<file path="src/rtl/psat_pkg.sv">
package psat_pkg;
  typedef enum logic [1:0] {
    LM_WORD  = 2'd0,
    LM_HALF  = 2'd1,
    LM_BYTE  = 2'd2,
    LM_SPARE = 2'd3
  } lane_mode_e;
endpackage

</file>
<file path="src/rtl/psat_lane.sv">
module psat_lane #(
  parameter int LW = 8
) (
  input  logic [LW-1:0] a,
  input  logic [LW-1:0] b,
  input  logic          sub,
  output logic [LW-1:0] y,
  output logic          sat
);
  localparam logic [LW-1:0] MAX_V = {1'b0, {(LW-1){1'b1}}};
  localparam logic [LW-1:0] MIN_V = {1'b1, {(LW-1){1'b0}}};

  logic [LW:0] ea, eb, ex;

  always_comb begin
    ea  = {a[LW-1], a};
    eb  = {b[LW-1], b};
    ex  = sub ? (ea - eb) : (ea + eb);
    sat = ex[LW] ^ ex[LW-1];
    if (sat) y = ex[LW] ? MIN_V : MAX_V;
    else     y = ex[LW-1:0];
  end

  // A clamped lane always carries the sign of the first operand
  always_comb begin
    if (sat) begin

      sat_sign_chk: assert (y[LW-1] == a[LW-1] && y[LW-2:0] == {(LW-1){~a[LW-1]}});
    end
  end
endmodule

</file>
<file path="src/rtl/psat_slicer.sv">
module psat_slicer #(
  parameter int DW = 32,
  parameter int LW = 8,
  localparam int N = DW / LW
) (
  input  logic [DW-1:0] a,
  input  logic [DW-1:0] b,
  input  logic          sub,
  output logic [DW-1:0] y,
  output logic [N-1:0]  sat
);
  for (genvar i = 0; i < N; i++) begin : g_lane
    psat_lane #(.LW(LW)) u_lane (
      .a   (a[i*LW +: LW]),
      .b   (b[i*LW +: LW]),
      .sub (sub),
      .y   (y[i*LW +: LW]),
      .sat (sat[i])
    );
  end
endmodule

</file>
<file path="src/rtl/psat_unit.sv">
module psat_unit #(
  parameter int DATA_W = 32,
  localparam int HALF_N = DATA_W / 16,
  localparam int BYTE_N = DATA_W / 8
) (
  input  logic              clk,
  input  logic              rst,
  input  logic              in_valid,
  output logic              in_ready,
  input  logic [1:0]        in_mode,
  input  logic              in_sub,
  input  logic [DATA_W-1:0] in_a,
  input  logic [DATA_W-1:0] in_b,
  output logic              out_valid,
  input  logic              out_ready,
  output logic [DATA_W-1:0] out_data,
  output logic [BYTE_N-1:0] out_lane_sat,
  input  logic              q_wr_en,
  input  logic              q_wr_data,
  output logic              q_flag
);
  import psat_pkg::*;

  lane_mode_e         mode;
  logic [DATA_W-1:0]  w_y, h_y, b_y, nxt_y;
  logic               w_sat;
  logic [HALF_N-1:0]  h_sat;
  logic [BYTE_N-1:0]  b_sat, nxt_sat;
  logic               fire, word_op;

  assign mode = lane_mode_e'(in_mode);

  psat_slicer #(.DW(DATA_W), .LW(DATA_W)) u_word (
    .a(in_a), .b(in_b), .sub(in_sub), .y(w_y), .sat(w_sat)
  );
  psat_slicer #(.DW(DATA_W), .LW(16)) u_half (
    .a(in_a), .b(in_b), .sub(in_sub), .y(h_y), .sat(h_sat)
  );
  psat_slicer #(.DW(DATA_W), .LW(8)) u_byte (
    .a(in_a), .b(in_b), .sub(in_sub), .y(b_y), .sat(b_sat)
  );

  always_comb begin
    word_op = 1'b0;
    unique case (mode)
      LM_HALF: begin
        nxt_y   = h_y;
        nxt_sat = {{(BYTE_N-HALF_N){1'b0}}, h_sat};
      end
      LM_BYTE: begin
        nxt_y   = b_y;
        nxt_sat = b_sat;
      end
      default: begin
        nxt_y   = w_y;
        nxt_sat = {{(BYTE_N-1){1'b0}}, w_sat};
        word_op = 1'b1;
      end
    endcase
  end

  assign in_ready = !out_valid || out_ready;
  assign fire     = in_valid && in_ready;

  always_ff @(posedge clk) begin
    if (rst) begin
      out_valid    <= 1'b0;
      out_data     <= '0;
      out_lane_sat <= '0;
    end else if (fire) begin
      out_valid    <= 1'b1;
      out_data     <= nxt_y;
      out_lane_sat <= nxt_sat;
    end else if (out_ready) begin
      out_valid    <= 1'b0;
    end
  end

  always_ff @(posedge clk) begin
    if (rst)                         q_flag <= 1'b0;
    else if (q_wr_en)                q_flag <= q_wr_data;
    else if (fire && word_op && w_sat) q_flag <= 1'b1;
  end


  q_no_silent_clear_chk: assert property (@(posedge clk) disable iff (rst)
    (q_flag && !q_wr_en) |=> q_flag);


  q_write_wins_chk: assert property (@(posedge clk) disable iff (rst)
    q_wr_en |=> (q_flag == $past(q_wr_data)));


  q_packed_quiet_chk: assert property (@(posedge clk) disable iff (rst)
    (fire && !word_op && !q_wr_en) |=> $stable(q_flag));


  out_hold_chk: assert property (@(posedge clk) disable iff (rst)
    (out_valid && !out_ready) |=> (out_valid && $stable(out_data) && $stable(out_lane_sat)));


  sat_lanes_chk: assert property (@(posedge clk) disable iff (rst)
    (fire && mode == LM_HALF) |=> (out_lane_sat[BYTE_N-1:HALF_N] == '0));
endmodule

</file>
<file path="config.mk">
export PLATFORM = sky130hd
export DESIGN_NAME = psat_unit
export DESIGN_NICKNAME = d
export VERILOG_FILES = /design/src/rtl/psat_pkg.sv /design/src/rtl/psat_lane.sv /design/src/rtl/psat_slicer.sv /design/src/rtl/psat_unit.sv
export SDC_FILE = /design/constraint.sdc
export NUM_CORES = 1
export LEC_CHECK = 0
export BUFFER_PORTS_ARGS = -buffer_cell sky130_fd_sc_hd__buf_4
export CORE_MARGIN = 5
export CORE_UTILIZATION = 50
export DETAILED_ROUTE_END_ITERATION = 10
export GPL_TIMING_DRIVEN = 0
export PLACE_DENSITY_LB_ADDON = 0.2
export SLEW_MARGIN = 20
export SYNTH_ARGS = -nofsm -noshare
export SYNTH_HDL_FRONTEND = slang
export SYNTH_SLANG_ARGS = --single-unit
</file>
<file path="constraint.sdc">
create_clock -name clk -period 6.1 [get_ports clk]
set_input_delay 0.915 -clock clk [delete_from_list [all_inputs] [get_ports clk]]
set_output_delay 0.915 -clock clk [all_outputs]
set_load 0.05 [all_outputs]
</file>
=== Word level (Yosys, flattened, before mapping) ===
Cells that the tools add are included.

* $add $sub $neg: 14
* Eq/ne operators: 2
* Mux-type cells: 28
* Bitwise gates (word level): 7
* Reductions and logical operators: 8

{| class="wikitable"
|+ Operator list
! cell !! count
|-
| two-way mux 16 bit || 4
|-
| two-way mux 32 bit || 2
|-
| two-way mux 8 bit || 8
|-
| one-hot mux 32 bit (2 select lines) || 1
|-
| adder 8 x 8 -> 9 bit || 4
|-
| two-way mux 9 bit || 4
|-
| subtractor 8 x 8 -> 9 bit || 4
|-
| adder 16 x 16 -> 17 bit || 2
|-
| two-way mux 17 bit || 2
|-
| subtractor 16 x 16 -> 17 bit || 2
|-
| adder 32 x 32 -> 33 bit || 1
|-
| two-way mux 33 bit || 1
|-
| subtractor 32 x 32 -> 33 bit || 1
|-
| one-hot mux 4 bit (2 select lines) || 1
|-
| XOR 1 bit || 7
|-
| two-way mux 1 bit || 5
|-
| nonzero test 2 bit || 2
|-
| logical AND 1 bit || 3
|-
| equality test 2 x 1 -> 1 bit, second input constant || 1
|-
| equality test 2 bit, second input constant || 1
|-
| OR reduction 2 bit || 1
|-
| logical NOT 1 bit || 1
|-
| logical OR 1 bit || 1
|}

* Register bits: 38
* Bits of input ports: 73
* Output and inout port bits: 39
* Word-level logic and storage cells: 63

=== Logic depth before layout (Yosys ltp) ===
* Depth in word-level cells: 7
* Depth in mapped cells: 22
* Depth with buffers taken out: 20

=== Cells and area by module ===
From an unflattened synthesis, not the netlist that was laid out.

* Cell total of the unflattened synthesis: 1324
* Area total of the unflattened synthesis: 10083.4 sq um

{| class="wikitable"
|+ Modules (own cells, without submodules)
! module !! times used !! cells an instance !! area an instance (sq um) !! seq. area each (sq um)
|-
| psat_lane at u_word.g_lane[0].u_lane || 1 || 400 || 2741.4 || 0.0
|-
| psat_lane at u_half.g_lane[0].u_lane ... || 2 || 188 || 1293.7 || 0.0
|-
| psat_unit || 1 || 227 || 2100.8 || 760.7
|-
| psat_lane at u_byte.g_lane[1].u_lane ... || 3 || 80 || 664.4 || 0.0
|-
| psat_lane at u_byte.g_lane[0].u_lane || 1 || 81 || 660.6 || 0.0
|}

=== Worst setup path before layout ===
Ideal clock, no wire load.

* Path kind: input to register
* Start point: input port in_sub
* End point: register out_data[4]
* Setup time: 0.129 ns
* Arrival time: 5.298 ns
* Required time: 5.971 ns
* Slack: 0.673 ns
* Cell stages on the path: 18
* Path buffers: 4
* Cell sequence: clkbuf_1 > clkbuf_1 > buf_1 > mux2_2 > fa_1 > nand2b_1 > a21oi_2 > o211ai_1 > o2111ai_1 > and3_1 > nor2_1 > ha_1 > clkbuf_1 > inv_1 > o31ai_2 > a21oi_1 > a21oi_1 > o41ai_1

* Longest elaborated chain between the ends: 4
* Elaborated cells between the ends (all ways): 13
* Classes of those cells: mux: 10; bitwise: 3

{| class="wikitable"
|+ Ends and longest elaborated chain
! what !! RTL line !! text
|-
| start: declaration || psat_unit.sv:11 || <nowiki>input logic in_sub,</nowiki>
|-
| two-way mux 33 bit (tied with other cells) || psat_lane.sv:18 || <nowiki>ex = sub ? (ea - eb) : (ea + eb);</nowiki>
|-
| two-way mux 32 bit (tied with other cells) (2 in series) || psat_lane.sv:20 || <nowiki>if (sat) y = ex[LW] ? MIN_V : MAX_V;</nowiki>
|-
| one-hot mux 32 bit (2 select lines) (*) || psat_unit.sv:45 || <nowiki>unique case (mode)</nowiki>
|-
| end signal: assignment || psat_unit.sv:72 || <nowiki>out_data <= nxt_y;</nowiki>
|-
| end: declaration || psat_unit.sv:16 || <nowiki>output logic [DATA_W-1:0] out_data,</nowiki>
|}

Mark *: on every way between the ends. The rest lies on a longest branch, timed or not.
A chain may end at the register's enable or synchronous reset.

=== Final worst setup path ===
* Start point: input port in_sub
* End point: register out_data[11]

Same word-level chain as after synthesis.

==> flow_metrics.py <==
metrics = {
    "run_status": {
        "status": "finished, final reports clean",
    },
    "clock_tree": {
        "root_buffer": "clkbuf_16",
        "cts_tree": "done",
        "cts_resized": 2,
        "htreeDepth": 2,
        "cts-buffers-inserted": 5,
        "cts_hold_buf": 0,
        "clk_pin_slew_worst_paths_ps": 60,
        "cts.path.max_buffers": 2,
        "clock-sinks": 38,
        "post_cts_buffers": 0,
        "clock_latency_ps": 280,
    },
    "critical_path": {
        "r2r_slack_ps": 3930,
        "timing.critical_path.to": "out_data[11]",
        "regToRegEndpoint": "out_data[30]",
        "path_cells": "buf_4 > clkbuf_1 > buf_2 > mux2_2 > fa_1 > nand2b_1 > a21oi_2 > o211ai_1 > o2111ai_2 > and3_1 > nor2_1 > ha_1 > clkbuf_1 > inv_1 > o31ai_4 > o21ai_0 > a32oi_1 > a211oi_1",
        "crit_required_ps": 6250,
        "critical_path.max_fanout": 14,
        "rr_startpoint": "out_valid",
        "endpoint_kind": "register",
        "path_class": "primary input to register",
        "cp_slowest_stage_delay_ps": 450,
        "arrival_ps": 5820,
        "cp-start-kind": "primary input",
        "critical-path-slowest-cell": "o31ai_4",
        "rr_worst_depth": 7,
        "startpoint": "in_sub",
        "crit_top_cell": "clkbuf_1",
    },
    "floorplan": {
        "dieArea_um2": 16600,
        "ios": 112,
        "die_x_um": 129,
        "die_y_um": 129,
        "start_util_pct": 51.0,
        "core_region_area_um2": 13800,
        "num_rows": 43,
    },
    "synth": {
        "synth_enable_flop_cells": 0,
        "synth.top_cells.by_count": "nor2_1 (128), a21oi_1 (94), xnor2_1 (86)",
        "yosys_warnings": 0,
        "synth_area_leader_cell": "ha_1",
        "syn_area_per_cell_um2": 7.15,
        "yosysMostFrequentCell": "nor2_1",
        "synth.area.top_cells": "ha_1 (13%), dfxtp_1 (11%), xnor2_1 (11%)",
        "syn_inst": 985,
        "syn_nets": 1138,
        "synth.yosys.seq_area_share_pct": 10.8,
        "synth_top_area_share_pct": 13.5,
        "ys_async_sr_fraction_pct": 0,
        "ys_types": 86,
        "synth-seq-cells": 38,
        "yosys_most_used_dff": "dfxtp_1",
        "netlist_area_um2": 7050,
    },
    "grt": {
        "grt_pass1_vias": 6694,
        "grt_pass1_wl_um": 34400,
        "grt-ovfl-total": 0,
        "grt_max_degree": 15,
        "track_usage_pct": 25.4,
        "antenna_found_initial": 0,
    },
    "power": {
        "max-vdd-ir-drop_v": 0.000116,
        "power.density_nw_per_um2": 231,
        "p_leak_uw": 0.00346,
    },
    "cells_and_area": {
        "n_antenna_cell": 0,
        "syn2layout_area_growth_pct": 17.0,
        "fin_cells": 1274,
        "layout.nets": 1246,
        "drive_above_1_share_pct": 14.9,
    },
    "routing": {
        "wire_per_inst_um": 17.4,
        "viasPerCell": 6.00,
        "antenna_left": 0,
        "drt_pass1_iterations": 7,
        "postRouteWirelength_um": 22100,
        "drc": 0,
        "vias": 7645,
        "drt_iter0_drc": 738,
    },
    "sta": {
        "maxSlewHeadroom_pct": 54.6,
        "max_freq_ghz": 0.176,
        "worst_slack_ps": 426,
        "finalCritPeriodShare_pct": 93.0,
        "final-hold-violation-count": 0,
        "fin_crit_ps": 5670,
        "whs_ps": 458,
        "slew_viol_final": 0,
        "setup_viol": 0,
        "fin_worst_skew_ps": 2.07,
        "max_slew.worst_pin.slew_ps": 672,
    },
    "hold_path": {
        "hp-class": "register to register",
    },
    "placed_design": {
        "dp_hpwl_um": 18700,
        "gp_congestion": 0.943,
        "portBuffers": 102,
        "post-place-ws_ps": -709,
        "dpl.cell_count": 1267,
    },
    "flow_run": {
        "maxCapViolCount": 0,
    },
}
registers in the layout, summed over array words and instances, names as in the netlist:
name / flops
out_data: 32
out_lane_sat: 4
out_valid: 1
q_flag: 1
cells by family after synthesis:
kind of cell,count (synthesis),synth area share (%)
and+or+nand+nor,323,22.2
DFF,38,10.8
adders and majority gates,82,14.9
muxes,5,0.799
AOI/OAI and AO/OA,325,31.1
buffers and inverters,93,5.38
xor gates and xnor gates,119,14.8
stage by stage:
step	TNS [ps]	area, um2	total power [uW]	util [%]
2_1_floorplan	0	7050	1240	-
3_3_place_gp	-8520	8040	1570	58.1
3_5_place_dp	-8310	8040	1580	58.1
4_1_cts	0	8200	1880	59.3
5_1_grt	-3.26	8250	2040	59.6
6_report	0	8250	1910	59.6
placed cells by master, fill, tap and decap left out, types with 4 or more instances in the layout:
cell type,count
clkbuf_1,30
o41ai_1,7
nand3_1,24
nor3_1,25
o21a_1,10
a221oi_1,5
ha_1,76
a311oi_1,13
dfxtp_1,38
nand2_1,58
a21oi_1,92
fa_1,4
nor4_1,6
a21o_1,15
o21bai_1,12
nor2_1,128
buf_2,10
or3_1,7
inv_1,43
a31oi_1,12
a211oi_1,13
a32oi_1,7
a21oi_2,5
nand4_1,9
xor2_1,33
o211ai_1,10
buf_4,103
xnor2_1,86
nand2b_1,17
mux2_2,5
buf_1,5
clkbuf_16,5
and2_1,8
o21ai_0,69
and3_1,8
nor2b_1,8
worst min-delay path by stage:
stage | cells past startpoint | slack [ps] | endpoint | from
after floorplan | 2 | 670 | out_lane_sat[3] | out_lane_sat[3]
after global placement | 2 | 440 | out_lane_sat[3] | out_lane_sat[3]
after detailed placement | 2 | 450 | out_lane_sat[3] | out_lane_sat[3]
after CTS | 2 | 460 | out_lane_sat[3] | out_lane_sat[3]
after global routing | 2 | 490 | out_data[8] | out_data[8]
final | 2 | 460 | out_lane_sat[3] | out_lane_sat[3]
cell type report:
| cell class | count | area (um2) |
|---|---|---|
| multi-input cells | 854 | 5950 |
| fillers | 1373 | 5580 |
| repair buffers | 102 | 766 |
| flip-flops and latches | 38 | 761 |
| well taps | 180 | 225 |
| plain buffers | 49 | 216 |
| inverters | 43 | 161 |
| clock buffers | 5 | 125 |
| clock inverters | 3 | 40.0 |
critical path: cells and delay by family:
family	cells	cell delay, ps
AO/OA/AOI/OAI	7	1750
buffers and inverters	5	1370
adder cells (fa/ha/maj)	2	690
AND/OR/NAND/NOR	3	650
multiplexers	1	420
per-layer routing:
metal | vias up | global-route usage (%) | wire length [um]
li1 | 3804 | - | -
met1 | 3507 | 39.0 | 10700
met2 | 324 | 38.4 | 9310
met3 | 10 | 3.32 | 1890
met4 | 0 | 4.08 | 188
met5 | - | 0 | 0
report_power, final:
part           switching [uW]  total, uW  internal [uW]
combinational             830       1310            484
sequential               19.9        302            282
clock                     100        291            191
total                     950       1910            957
(Power assumes the default switching activity.)
